### src/rtl/nested_prio_pkg.sv
package nested_prio_pkg;
  localparam int NLEV_DEF = 8;

  typedef enum logic {
    NEST_NORMAL  = 1'b0,
    NEST_SPECIAL = 1'b1
  } nest_mode_e;
endpackage

### src/rtl/prio_pick.sv
// Finds the lowest-numbered set bit (highest priority) of a vector.
module prio_pick #(
  parameter int N  = 8,
  parameter int IW = (N > 1) ? $clog2(N) : 1
) (
  input  logic [N-1:0]  vec_i,
  output logic          any_o,
  output logic [IW-1:0] idx_o
);
  always_comb begin
    any_o = |vec_i;
    idx_o = '0;
    for (int i = N - 1; i >= 0; i--) begin
      if (vec_i[i]) idx_o = IW'(i);
    end
  end
endmodule

### src/rtl/nest_resolver.sv
// Compares the best pending request with the best in-service level.
module nest_resolver
  import nested_prio_pkg::*;
#(
  parameter int N  = NLEV_DEF,
  parameter int IW = (N > 1) ? $clog2(N) : 1
) (
  input  logic [N-1:0]  pend_i,
  input  logic [N-1:0]  isr_i,
  input  nest_mode_e    mode_i,
  output logic          raise_o,
  output logic [IW-1:0] idx_o
);
  logic          p_any, s_any;
  logic [IW-1:0] p_idx, s_idx;

  prio_pick #(.N(N), .IW(IW)) u_pend_pick (
    .vec_i(pend_i), .any_o(p_any), .idx_o(p_idx)
  );

  prio_pick #(.N(N), .IW(IW)) u_isr_pick (
    .vec_i(isr_i), .any_o(s_any), .idx_o(s_idx)
  );

  always_comb begin
    raise_o = 1'b0;
    if (p_any) begin
      if (!s_any || (p_idx < s_idx)) raise_o = 1'b1;
      else if ((mode_i == NEST_SPECIAL) && (p_idx == s_idx)) raise_o = 1'b1;
    end
    idx_o = raise_o ? p_idx : '0;
  end
endmodule

### src/rtl/isr_track.sv
// In-service register: acknowledge sets a level, non-specific EOI clears the top one.
module isr_track #(
  parameter int N  = 8,
  parameter int IW = (N > 1) ? $clog2(N) : 1
) (
  input  logic          clk,
  input  logic          rst,
  input  logic          set_i,
  input  logic [IW-1:0] set_idx_i,
  input  logic          eoi_i,
  output logic [N-1:0]  isr_o
);
  logic [N-1:0] top_bit;
  logic [N-1:0] set_bit;

  assign top_bit = isr_o & (~isr_o + N'(1));
  assign set_bit = set_i ? (N'(1) << set_idx_i) : '0;

  always_ff @(posedge clk) begin
    if (rst) isr_o <= '0;
    else     isr_o <= (eoi_i ? (isr_o & ~top_bit) : isr_o) | set_bit;
  end


  empty_eoi_chk: assert property (@(posedge clk) disable iff (rst)
    (eoi_i && !set_i && (isr_o == '0)) |=> (isr_o == '0));


  eoi_one_bit_chk: assert property (@(posedge clk) disable iff (rst)
    (eoi_i && !set_i && (isr_o != '0)) |=>
      (($countones(isr_o) + 1) == $countones($past(isr_o))) &&
      ((isr_o & ~$past(isr_o)) == '0));
endmodule

### src/rtl/nested_prio_resolver.sv
module nested_prio_resolver
  import nested_prio_pkg::*;
#(
  parameter int NLEV = NLEV_DEF,
  localparam int IW  = (NLEV > 1) ? $clog2(NLEV) : 1
) (
  input  logic            clk,
  input  logic            rst,
  input  logic [NLEV-1:0] req_i,
  input  logic [NLEV-1:0] mask_i,
  input  logic            sfnm_i,
  input  logic            ack_i,
  input  logic            eoi_i,
  output logic            int_o,
  output logic [IW-1:0]   vec_o,
  output logic [NLEV-1:0] isr_o
);
  logic [NLEV-1:0] pend;
  logic            raise;
  logic [IW-1:0]   win_idx;
  nest_mode_e      mode;

  assign pend = req_i & ~mask_i;
  assign mode = nest_mode_e'(sfnm_i);

  nest_resolver #(.N(NLEV), .IW(IW)) u_resolve (
    .pend_i(pend), .isr_i(isr_o), .mode_i(mode),
    .raise_o(raise), .idx_o(win_idx)
  );

  isr_track #(.N(NLEV), .IW(IW)) u_isr (
    .clk(clk), .rst(rst),
    .set_i(ack_i && int_o), .set_idx_i(vec_o),
    .eoi_i(eoi_i), .isr_o(isr_o)
  );

  always_ff @(posedge clk) begin
    if (rst) begin
      int_o <= 1'b0;
      vec_o <= '0;
    end else begin
      int_o <= raise;
      vec_o <= win_idx;
    end
  end


  masked_win_chk: assert property (@(posedge clk) disable iff (rst)
    int_o |-> (($past(mask_i) & (NLEV'(1) << vec_o)) == '0));


  lower_held_chk: assert property (@(posedge clk) disable iff (rst)
    int_o |-> (($past(isr_o) & ((NLEV'(1) << vec_o) - NLEV'(1))) == '0));


  normal_block_chk: assert property (@(posedge clk) disable iff (rst)
    (int_o && !$past(sfnm_i)) |-> (($past(isr_o) & (NLEV'(1) << vec_o)) == '0));


  idle_vec_chk: assert property (@(posedge clk) disable iff (rst)
    !int_o |-> (vec_o == '0));


  ack_set_chk: assert property (@(posedge clk) disable iff (rst)
    (ack_i && int_o && !eoi_i) |=> isr_o[$past(vec_o)]);
endmodule

### config.mk
export PLATFORM = sky130hd
export DESIGN_NAME = nested_prio_resolver
export DESIGN_NICKNAME = d
export VERILOG_FILES = /design/src/rtl/nested_prio_pkg.sv /design/src/rtl/prio_pick.sv /design/src/rtl/nest_resolver.sv /design/src/rtl/isr_track.sv /design/src/rtl/nested_prio_resolver.sv
export SDC_FILE = /design/constraint.sdc
export NUM_CORES = 1
export LEC_CHECK = 0
export ABC_CLOCK_PERIOD_IN_PS = 4200
export BUFFER_PORTS_ARGS = -buffer_cell sky130_fd_sc_hd__buf_4
export CAP_MARGIN = 20
export CORE_MARGIN = 2
export CORE_UTILIZATION = 30
export CTS_BUF_LIST = sky130_fd_sc_hd__clkbuf_4
export DETAILED_ROUTE_END_ITERATION = 10
export MAX_ROUTING_LAYER = met4
export PLACE_DENSITY = 0.52
export SLEW_MARGIN = 0
export SYNTH_ARGS = -nofsm -noshare
export SYNTH_HDL_FRONTEND = slang
export SYNTH_SLANG_ARGS = --single-unit
export TNS_END_PERCENT = 5
### constraint.sdc
create_clock -name clk -period 4.2 [get_ports clk]
set_input_delay 0.63 -clock clk [delete_from_list [all_inputs] [get_ports clk]]
set_output_delay 0.63 -clock clk [all_outputs]
set_load 0.01 [all_outputs]
After elaboration in Yosys (flattened, before gate mapping)
Cells that the tools add are included.
Widths: inputs -> output; s select.
{"block": "totals", "ff_bits": 12, "latch_bits": 0, "ram_bits": 0, "rom_bits": 0, "word_cells": 43, "mem_count": 0}
{"block": "op_classes", "n_addsub": 1, "multipliers": 0, "div": 0, "magnitude_cmp": 1, "n_eq_ne": 1, "shift": 1, "muxes": 21, "bitwise_logic": 8, "reduce_logical": 7}
{"op": "$mux 3", "count": 16}
{"op": "$and 8x8->8", "count": 3}
{"op": "$not 8->8", "count": 3}
{"op": "$mux 8", "count": 2}
{"op": "$reduce_or 8->1", "count": 2}
{"op": "$add 8x1->8 const B", "count": 1}
{"op": "$or 8x8->8", "count": 1}
{"op": "$shl 1x3->8 const A", "count": 1}
{"op": "$eq 3x3->1", "count": 1}
{"op": "$lt 3x3->1", "count": 1}
{"op": "$mux 1", "count": 3}
{"op": "$logic_and 1x1->1", "count": 2}
{"op": "$reduce_or 2->1", "count": 1}
{"op": "$logic_not 1->1", "count": 1}
{"op": "$logic_or 1x1->1", "count": 1}
{"op": "$not 1->1", "count": 1}

Logic depth before layout (Yosys ltp)
Gate-level depths: netlist of run 1.
{"block": "logic_depth", "word_depth": 17, "depth_mapped": 11, "depth_no_buf": 11}

By module
Synthesis of run 1 repeated with hierarchy kept, for this count alone.
{"block": "hier_totals", "hier_cells": 98, "hier_area_um2": 788.3}
{"module": "isr_track", "instances": 1, "cells_per_inst": 38, "area_per_inst_um2": 347.8, "seq_area_each_um2": 160.2}
{"module": "prio_pick", "instances": 2, "cells_per_inst": 13, "area_per_inst_um2": 81.3, "seq_area_each_um2": 0.0}
{"module": "nested_prio_resolver", "instances": 1, "cells_per_inst": 17, "area_per_inst_um2": 161.4, "seq_area_each_um2": 80.1}
{"module": "nest_resolver", "instances": 1, "cells_per_inst": 17, "area_per_inst_um2": 116.4, "seq_area_each_um2": 0.0}

Worst setup path before layout of run 1
OpenSTA, ideal clock, no wires.
{"block": "synth_path", "path_kind": "in2reg", "startpoint": "in mask_i[6]", "endpoint": "reg vec_o[1]", "setup_ps": 88, "t_arrival_ps": 2239, "required_time_ps": 4112, "setup_slack_ps": 1873, "cell_stages": 11, "n_path_buf": 0, "path_cell_list": "and2b_1 > nor2_1 > nor3_1 > nor3_1 > nor3_1 > ha_1 > nor2b_1 > o21a_1 > o221ai_1 > nand2_1 > nor4_2"}
{"block": "synth_via", "elab_chain_len": 16}
{"element": "start: declaration", "line_no": "nested_prio_resolver.sv:10", "text": "input logic [NLEV-1:0] mask_i,"}
{"element": "$not 8->8 *", "line_no": "nested_prio_resolver.sv:23", "text": "assign pend = req_i & ~mask_i;"}
{"element": "$and 8x8->8 *", "line_no": "nested_prio_resolver.sv:23"}
{"element": "$mux 3 * (7 in a row)", "line_no": "prio_pick.sv:14", "text": "if (vec_i[i]) idx_o = IW'(i);"}
{"element": "named net u_resolve.p_idx[1]", "line_no": "nest_resolver.sv:15", "text": "logic [IW-1:0] p_idx, s_idx;"}
{"element": "parallel branches: the longest is 7 deep, another holds $lt 3x3->1"}
{"element": "end signal: assignment", "line_no": "nested_prio_resolver.sv:43", "text": "vec_o <= win_idx;"}
{"element": "end: declaration", "line_no": "nested_prio_resolver.sv:15", "text": "output logic [IW-1:0] vec_o,"}
Mark *: on every way through the listed nets, which the timed path passes.
A chain may end at the register's enable or synchronous reset.

Worst setup path in the final report of run 1
{"block": "layout_path", "startpoint": "in req_i[6]", "endpoint": "reg vec_o[1]"}
{"block": "layout_via", "elab_chain_len": 15}
{"element": "start: declaration", "line_no": "nested_prio_resolver.sv:9", "text": "input logic [NLEV-1:0] req_i,"}
{"element": "$and 8x8->8 *", "line_no": "nested_prio_resolver.sv:23"}
{"element": "$mux 3 * (7 in a row)", "line_no": "prio_pick.sv:14"}
{"element": "named net u_resolve.p_idx[1]", "line_no": "nest_resolver.sv:15"}
{"element": "parallel branches: the longest is 7 deep, another holds $lt 3x3->1"}
Marked as above.

==> flow_results.org, run 1 <==
** Worst setup path
- In this design, the stage delay of the slowest critical-path cell is 0.31 ns.
- The most numerous cell type found on the critical path is sky130_fd_sc_hd__nor3_1.
- On the critical path the largest part of the delay comes from simple AND/OR/NAND/NOR gates.
- Worst-path maximum fanout :: 3
- The signal on the critical path passes through buf_4, and2b_1, nor2_1, nor3_1, nor3_1, nor3_1, ha_1, nor2b_1, o21a_1, o221ai_1, nand2_1, nor4_2.
- Worst Path Buf+Inv :: 1
- The worst setup path is captured at a flop.
- CP max stage cell :: sky130_fd_sc_hd__ha_1
- Tracing the worst setup path back leads to its startpoint at req_i[6].
- Reg-to-reg startpoint :: u_isr.isr_o[6]
- Kind of launch point of the worst setup path :: input port
- Worst EP required :: 4.39 ns
- The critical path is of the input port to flop type.
- CP arrival :: ~2.5 ns
- Setup slack on the worst reg-to-reg path comes out at 2.29 ns.

** Synth
- In the synthesized netlist, the cells that appear most often are sky130_fd_sc_hd__dfxtp_1 (12), sky130_fd_sc_hd__nor2_1 (11), sky130_fd_sc_hd__a21oi_1 (10), sky130_fd_sc_hd__nand2_1 (9), sky130_fd_sc_hd__nor2b_2 (6).
- Summed instance area of the synthesized netlist :: 757 µm²
- Sequential cells were found to cover a little under a third of the synthesized design area.
- Synthesis inferred 12 register bits.
- The largest total area in the synthesized netlist belongs to sky130_fd_sc_hd__dfxtp_1.
- Share of the synthesized area in the top cell type :: around a third
- The number of nets in the synthesized netlist is between 100 and 150.
- Syn Area/Cell :: slightly above 8 µm²
- In the synthesized netlist the dominant register cell turns out to be sky130_fd_sc_hd__dfxtp_1.
- Post-synthesis async set-or-reset flop share :: 0%
- Counting distinct cell types in the post-synthesis netlist gives 29.
- Number of instances in the synthesized netlist :: 92
- In this run, synthesis inferred 0 flip-flops with an integrated enable.
- The most common cell in the synthesized netlist is sky130_fd_sc_hd__dfxtp_1.
- Most area-consuming cells after synthesis :: sky130_fd_sc_hd__dfxtp_1 (32%), sky130_fd_sc_hd__nor2b_2 (6.9%), sky130_fd_sc_hd__a21oi_1 (6.6%)
- Warnings from Yosys :: 0

** Clocking
- TritonCTS clock tree :: done
- CTS built an H-tree with a depth of 1.
- TritonCTS Buffers :: 3
- Clock-pin slew was measured on the worst setup and hold paths at approximately 0.08 ns.
- Root Buffer :: sky130_fd_sc_hd__clkbuf_4
- Once the clock tree was built, the setup fixing pass inserted 0 buffers.
- Buffers from clock root to sink, at most :: 2
- For the worst-skew pair, the clock arrives at the later sink with an insertion delay of between 0.2 and 0.3 ns.
- Hold buffers post-CTS :: 0
- TritonCTS Sinks :: 12
- The number of gates resized after CTS was 0.

** Floorplan
- In this run the horizontal extent of the chip is between 50 and 60 µm.
- Once the floorplan was initialized, standard cells occupied 31.1% of the core.
- The region available for standard cell placement spans approximately 2400 µm².
- Die Span Y :: 54.2 µm
- The die covers 2940 µm².
- In this run the core area contains 18 standard-cell rows.
- Number of ports placed on the die boundary :: 33

** STA
- For this run, the top clock speed supported by timing is roughly 430 MHz.
- Hold timing on the final database bottoms out at a slack of between 0.5 and 0.6 ns.
- Headroom to the max-slew limit :: approximately 76%
- The hold violation count in the final report is 0.
- Setup_tns :: 0 ns
- After layout, the worst path uses 55.2% of the clock period.
- Worst Setup Slack, final :: 1.88 ns
- Setup violations remaining at the end of the flow were counted as 0.
- Worst Max-Slew Pin Slew :: about 0.35 ns
- Final worst clock skew :: roughly 0.005 ns
- Crit path time final :: 2.32 ns
- Setup repair after global routing left no endpoint under its margin.
- Number of pins exceeding their max-slew limit in the final report :: 0

** Global routing
- Wire length of the first global-routing pass :: ~3100 µm
- Entering global routing, the biggest net connects 11 pins.
- Across every metal layer, demand over resource in global routing totals roughly 14%.
- Summed over all layers, the global routing overflow is 0.
- Antenna violations before repair :: 0
- Number of global-route vias before repair :: about 730

** Drt
- Via-per-instance ratio :: 4.90
- Via count :: 770
- DR pass1 iterations :: 4
- The routed design has between 1500 and 2000 µm of wire.
- In this run the remaining antenna-violating nets after routing total 0.
- Initial drt markers :: 13
- DRC errors left :: 0
- Post-detailed-route wirelength per cell :: roughly 11 µm

** Hold path
- The worst hold path begins at u_isr.isr_o[7].
- In this run the worst hold path is classified as flop to flop.

** Finish
- The post-route netlist has between 30% and 40% of its cells at a drive strength greater than 1.
- Area occupied by multi-input gates :: between 400 and 500 µm²
- Sequential standard cell area :: around 240 µm²
- The repair_antennas step left the layout with diodes totalling 0.
- Fillers :: about 270
- Synth-to-Final Area Change :: 39.7%
- In the final design database the tool counted approximately 150 nets.

** Pwr
- Registers are responsible for 46.3% of the overall power.
- Leak Pwr :: between 0.4 and 0.5 nW
- For this design the ratio of total power to cell area is approximately 250 nW/µm².
- Cell internal power dissipation :: 0.189 mW
- Fraction of power spent switching nets :: just under 30%
- The clock network burns approximately 28% of the power.
- In this run the power spent charging and discharging nets is approximately 0.08 mW.
- Worst IR drop on VDD :: between 0.0001 and 0.00015 V
- Part of the total power dissipated in combinational logic :: around a quarter

** Place
- Port-buffer cells :: 32
- Timing analysis after detailed placement gives a worst setup slack of ~1.6 ns.
- Dpl hpwl :: about 1400 µm
- GPL Wtd Cong :: between 0.7 and 0.8

** Status
- The flow ran to the end, and the final reports show no timing, DRC or antenna violations.

** Run
- The tool flagged a number of max-cap violations equal to 0.
metal layers:
| layer | part of all wire, % | routed length (µm) | GRT usage [%] |
|---|---|---|---|
| met1 | 44 | 771 | 17.3 |
| met4 | 2.2 | 38 | 6.25 |
| met5 | 0 | 0 | - |
| met2 | 49 | 868 | 24.3 |
| met3 | 4.6 | 81 | 1.64 |
worst paths after layout:
kind         cells after the start             end
min                              2  u_isr.isr_o[7]
max                             12        vec_o[1]
min reg2reg                      2  u_isr.isr_o[7]
max reg2reg                      9        vec_o[1]
through the flow:
| stage | instance area, µm² | total power, mW | util [%] | cells |
|---|---|---|---|---|
| 2_1_floorplan | 757 | 0.166 | - | 92 |
| 3_3_place_gp | 1030 | 0.195 | 42.4 | 153 |
| 3_5_place_dp | 1030 | 0.196 | 42.4 | 153 |
| 4_1_cts | 1060 | 0.271 | 43.5 | 157 |
| 5_1_grt | 1060 | 0.284 | 43.5 | 157 |
| 6_report | 1060 | 0.268 | 43.5 | 157 |
worst register-to-register path, delay by kind of cell (launching register included):
family,cells,cell delay (ns)
flops,1,0.41
compound gates,3,0.56
fa+ha+maj,1,0.28
simple gates,5,0.58
sequential cells by signal, indices dropped and copies added (netlist names):
signal       count
u_isr.isr_o      8
vec_o            3
int_o            1
placed cells by master, fill, tap and decap left out, types with 4 or more instances in the layout:
cell type                 netlist  final
sky130_fd_sc_hd__nor2b_2        6      6
sky130_fd_sc_hd__a21oi_1       10     10
sky130_fd_sc_hd__buf_4          0     32
sky130_fd_sc_hd__inv_1          4      4
sky130_fd_sc_hd__dfxtp_1       12     12
sky130_fd_sc_hd__nor2_1        11     11
sky130_fd_sc_hd__nand2_1        9      9
sky130_fd_sc_hd__nand3_1        4      4
sky130_fd_sc_hd__nor2b_1        4      4
cell families after synthesis:
| kind of cell | after synthesis | synth area share (%) |
|---|---|---|
| AOI/OAI and AO/OA | 23 | 18.8 |
| and+or+nand+nor | 49 | 42.0 |
| DFF | 12 | 31.7 |
| buffers and inverters | 5 | 2.48 |
| adders and majority gates | 3 | 4.96 |
cell type report:
cell class / count / share of cell area, %
sequential: 12 / 22.7
clock inverter: 1 / 0.355
multi-input combinational: 75 / 47.1
clock buffer: 3 / 2.13
tap: 30 / 3.55
inverter: 4 / 1.42
timing repair buffer: 32 / 22.7
power by group through the flow:
stage	Sequential, mW	Clock (mW)	Combinational [mW]
finish	0.124	0.0760	0.0681
global route	0.125	0.0818	0.0776
CTS	0.124	0.0779	0.0693
detailed placement	0.127	0	0.0691
global placement	0.126	0	0.0686
floorplan	0.128	0	0.0376
Note: power is estimated with default switching activity, not from simulation.
==> inputs of run 2 (changes only) <==
--- a/config.mk
+++ b/config.mk
@@ -5,7 +5,7 @@
 export SDC_FILE = /design/constraint.sdc
 export NUM_CORES = 1
 export LEC_CHECK = 0
-export ABC_CLOCK_PERIOD_IN_PS = 4200
+export ABC_CLOCK_PERIOD_IN_PS = 2100
 export BUFFER_PORTS_ARGS = -buffer_cell sky130_fd_sc_hd__buf_4
 export CAP_MARGIN = 20
 export CORE_MARGIN = 2
@@ -13,7 +13,7 @@
 export CTS_BUF_LIST = sky130_fd_sc_hd__clkbuf_4
 export DETAILED_ROUTE_END_ITERATION = 10
 export MAX_ROUTING_LAYER = met4
-export PLACE_DENSITY = 0.52
+export PLACE_DENSITY = 0.54
 export SLEW_MARGIN = 0
 export SYNTH_ARGS = -nofsm -noshare
 export SYNTH_HDL_FRONTEND = slang
==> constraint.sdc (replaced) <==
create_clock -name clk -period 2.1 [get_ports clk]
set_input_delay 0.315 -clock clk [delete_from_list [all_inputs] [get_ports clk]]
set_output_delay 0.315 -clock clk [all_outputs]
set_load 0.01 [all_outputs]
==> flow_results.org, run 2 (synthesized netlist as in run 1, its figures left out) <==
** STA
- Crit path time final :: 1.93 ns
- In this run the tightest slew margin relative to its limit is 77.4%.
- Max Fclk :: 517 MHz
- Setup Viol. Count Final :: 0
- After layout, the worst path uses ~90% of the clock period.
- Worst Setup Slack, final :: 0.167 ns
- The count of final max-slew check failures came to 0.
- The clock arrives with about 0.0016 ns of skew.
- Worst Max-Slew Pin Slew :: 0.336 ns
- Setup total negative slack on the finished layout was measured at 0 ns.
- The hold violation count in the final report is 0.
- Setup repair after global routing left no endpoint under its margin.

** Finish
- Of the cells placed in the final design, the portion with a size suffix greater than 1 is 41.0%.
- Leaving out fill and tap cells, the most frequent cell in the layout is sky130_fd_sc_hd__buf_4.
- Register ranked first by flip-flop count :: u_isr.isr_o
- Number of nets at the end of the flow :: 159
- Leaving out fill and tap cells, the most frequent cells in the layout are sky130_fd_sc_hd__buf_4 (39), sky130_fd_sc_hd__dfxtp_1 (12), sky130_fd_sc_hd__nor2_1 (11).
- The register with the most flip-flops in the layout has 8 of them.
- Largest registers in the final layout :: u_isr.isr_o (8), vec_o (3), int_o (1)
- Synth-to-Final Area Change :: 46.6%
- Diode insertion count for antenna repair :: 0

** Worst setup path
- Worst-path maximum fanout :: 5
- CP arrival :: 2.12 ns
- The worst setup path is captured at a flop.
- The setup path with the least slack is of type flop to flop.
- CP max stage cell :: sky130_fd_sc_hd__dfxtp_1
- At the worst endpoint, the required time is between 2 and 2.5 ns.
- Traced cell by cell, the critical path runs through nor2_1, o31ai_1, nand2_1, ha_1, nor2b_1, o21a_1, o221ai_1, nand2_1, nor4_2.
- CP max stage delay :: 0.41 ns
- Counting stages on the worst path, the most repeated cell is sky130_fd_sc_hd__nand2_1.
- STA classifies the critical path startpoint as a flop.

** Status
- Result of the run :: finished clean

** Pwr
- NetSw :: between 0.15 and 0.2 mW
- The worst-case IR drop observed on VDD is 0.000212 V.
- In this run the static leakage power is between 0.5 and 0.6 nW.
- The share of total power dissipated in sequential elements is between 40% and 50%.
- Cell internal power dissipation :: approximately 0.39 mW
- Fraction of power spent switching nets :: between 20% and 30%
- Share of total power in the clock network :: approximately 27%
- Part of the total power dissipated in combinational logic :: between 20% and 30%
- P per Cell Area :: 487 nW/µm²

** Drt
- DRC errors left :: 0
- DR pass1 iterations :: 4
- Via count :: 786
- Once detail routing completed, the nets flagged for antenna violations numbered 0.
- Summed over all layers, the routed wires come to 1770 µm.
- Initial drt markers :: 14
- Via-per-instance ratio :: 4.79
- After detailed routing, the average wire length per cell comes to roughly 11 µm.

** Clocking
- After clock tree synthesis, the clock-pin slew on the worst setup and hold paths is ~0.07 ns.
- Counting along the longest clock path gives a buffer depth of 2.
- Root Buffer :: sky130_fd_sc_hd__clkbuf_4
- TritonCTS built the clock tree.
- Hold buffers post-CTS :: 0
- Post-CTS setup buffer count :: 0
- Post_cts resized :: 0
- Clock latency on the worst-skew pair :: approximately 0.27 ns
- CTS built an H-tree with a depth of 1.
- TritonCTS Sinks :: 12
- TritonCTS Buffers :: 3

** Hold path
- The worst hold path belongs to the class input port to flop.

** Floorplan
- The floorplan step defined a die boundary enclosing slightly below 3000 µm².
- Initial cell density of the core :: 31.1%
- Number of ports placed on the die boundary :: 33
- The die is between 50 and 60 µm wide.
- Site Rows :: 18
- The total area inside the core boundary comes to between 2000 and 2500 µm².
- Die Span Y :: around 54 µm

** Place
- GPL Wtd Cong :: between 0.7 and 0.8
- At the placement stage, the worst setup path has a slack of -0.0906 ns.
- Input and output buffers added on the ports amount to 32.
- Dpl hpwl :: approximately 1500 µm

** Global routing
- Antenna violations before repair :: 0
- The first global-routing pass estimated between 2000 and 3000 µm of wire.
- Entering global routing, the biggest net connects 11 pins.
- The number of global-route vias before repair was just over 700.
- Summed over all layers, the global routing overflow is 0.
- In the global route stage, overall resource usage came out at a little over an eighth.

** Run
- Count of maximum capacitance violations :: 0
[run 2: cell count changes in the layout (fill, tap and decap cells not counted)]
cell,previous run,this run
sky130_fd_sc_hd__buf_4,32,39
[run 2: per-stage QoR]
step | instance area (µm²) | hold slack (ns) | utilization [%] | total power [mW] | instances
after floorplan | 757 | 0.507 | - | 0.331 | 92
after global placement | 1080 | 0.486 | 44.5 | 0.400 | 160
after detailed placement | 1080 | 0.519 | 44.5 | 0.401 | 160
after CTS | 1110 | 0.283 | 45.6 | 0.543 | 164
after global routing | 1110 | 0.287 | 45.6 | 0.570 | 164
final | 1110 | 0.281 | 45.6 | 0.540 | 164
[run 2: worst paths after layout]
kind | startpoint | to | slack [ns] | cells past startpoint
worst min-delay path | rst | u_isr.isr_o[5] | 0.28 | 2
worst max register to register | u_isr.isr_o[6] | vec_o[1] | 0.17 | 9
worst max-delay path | u_isr.isr_o[6] | vec_o[1] | 0.17 | 9
worst min register to register | u_isr.isr_o[7] | u_isr.isr_o[7] | 0.52 | 2
[run 2: routing by layer]
layer	track usage, %	wire [µm]	up-vias
met5	-	0	-
met1	15.4	739	352
met2	23.7	927	20
met3	1.64	64	5
met4	6.25	36	0
li1	-	-	409
[run 2: area by class of cell]
cell class              instances  area, µm²
clock inverters                 1       3.75
multi-input cells              75        498
flip-flops and latches         12        240
inverters                       4       15.0
well taps                      30       37.5
fillers                       260       1320
repair buffers                 39        293
clock buffers                   3       22.5
[run 2: power by group through the flow]
stage	sequential, mW	clock [mW]	combinational [mW]
after global routing	0.250	0.154	0.166
final	0.247	0.145	0.148
after global placement	0.253	0	0.148
after CTS	0.247	0.146	0.150
after detailed placement	0.253	0	0.149
after floorplan	0.256	0	0.0751
[run 2: worst max-delay path: cells and delay by family, from the launching register on]
| family | cells | cell delay, ns |
|---|---|---|
| adders and majority gates | 1 | 0.29 |
| DFF | 1 | 0.41 |
| AOI/OAI and AO/OA | 3 | 0.57 |
| and+or+nand+nor | 5 | 0.59 |
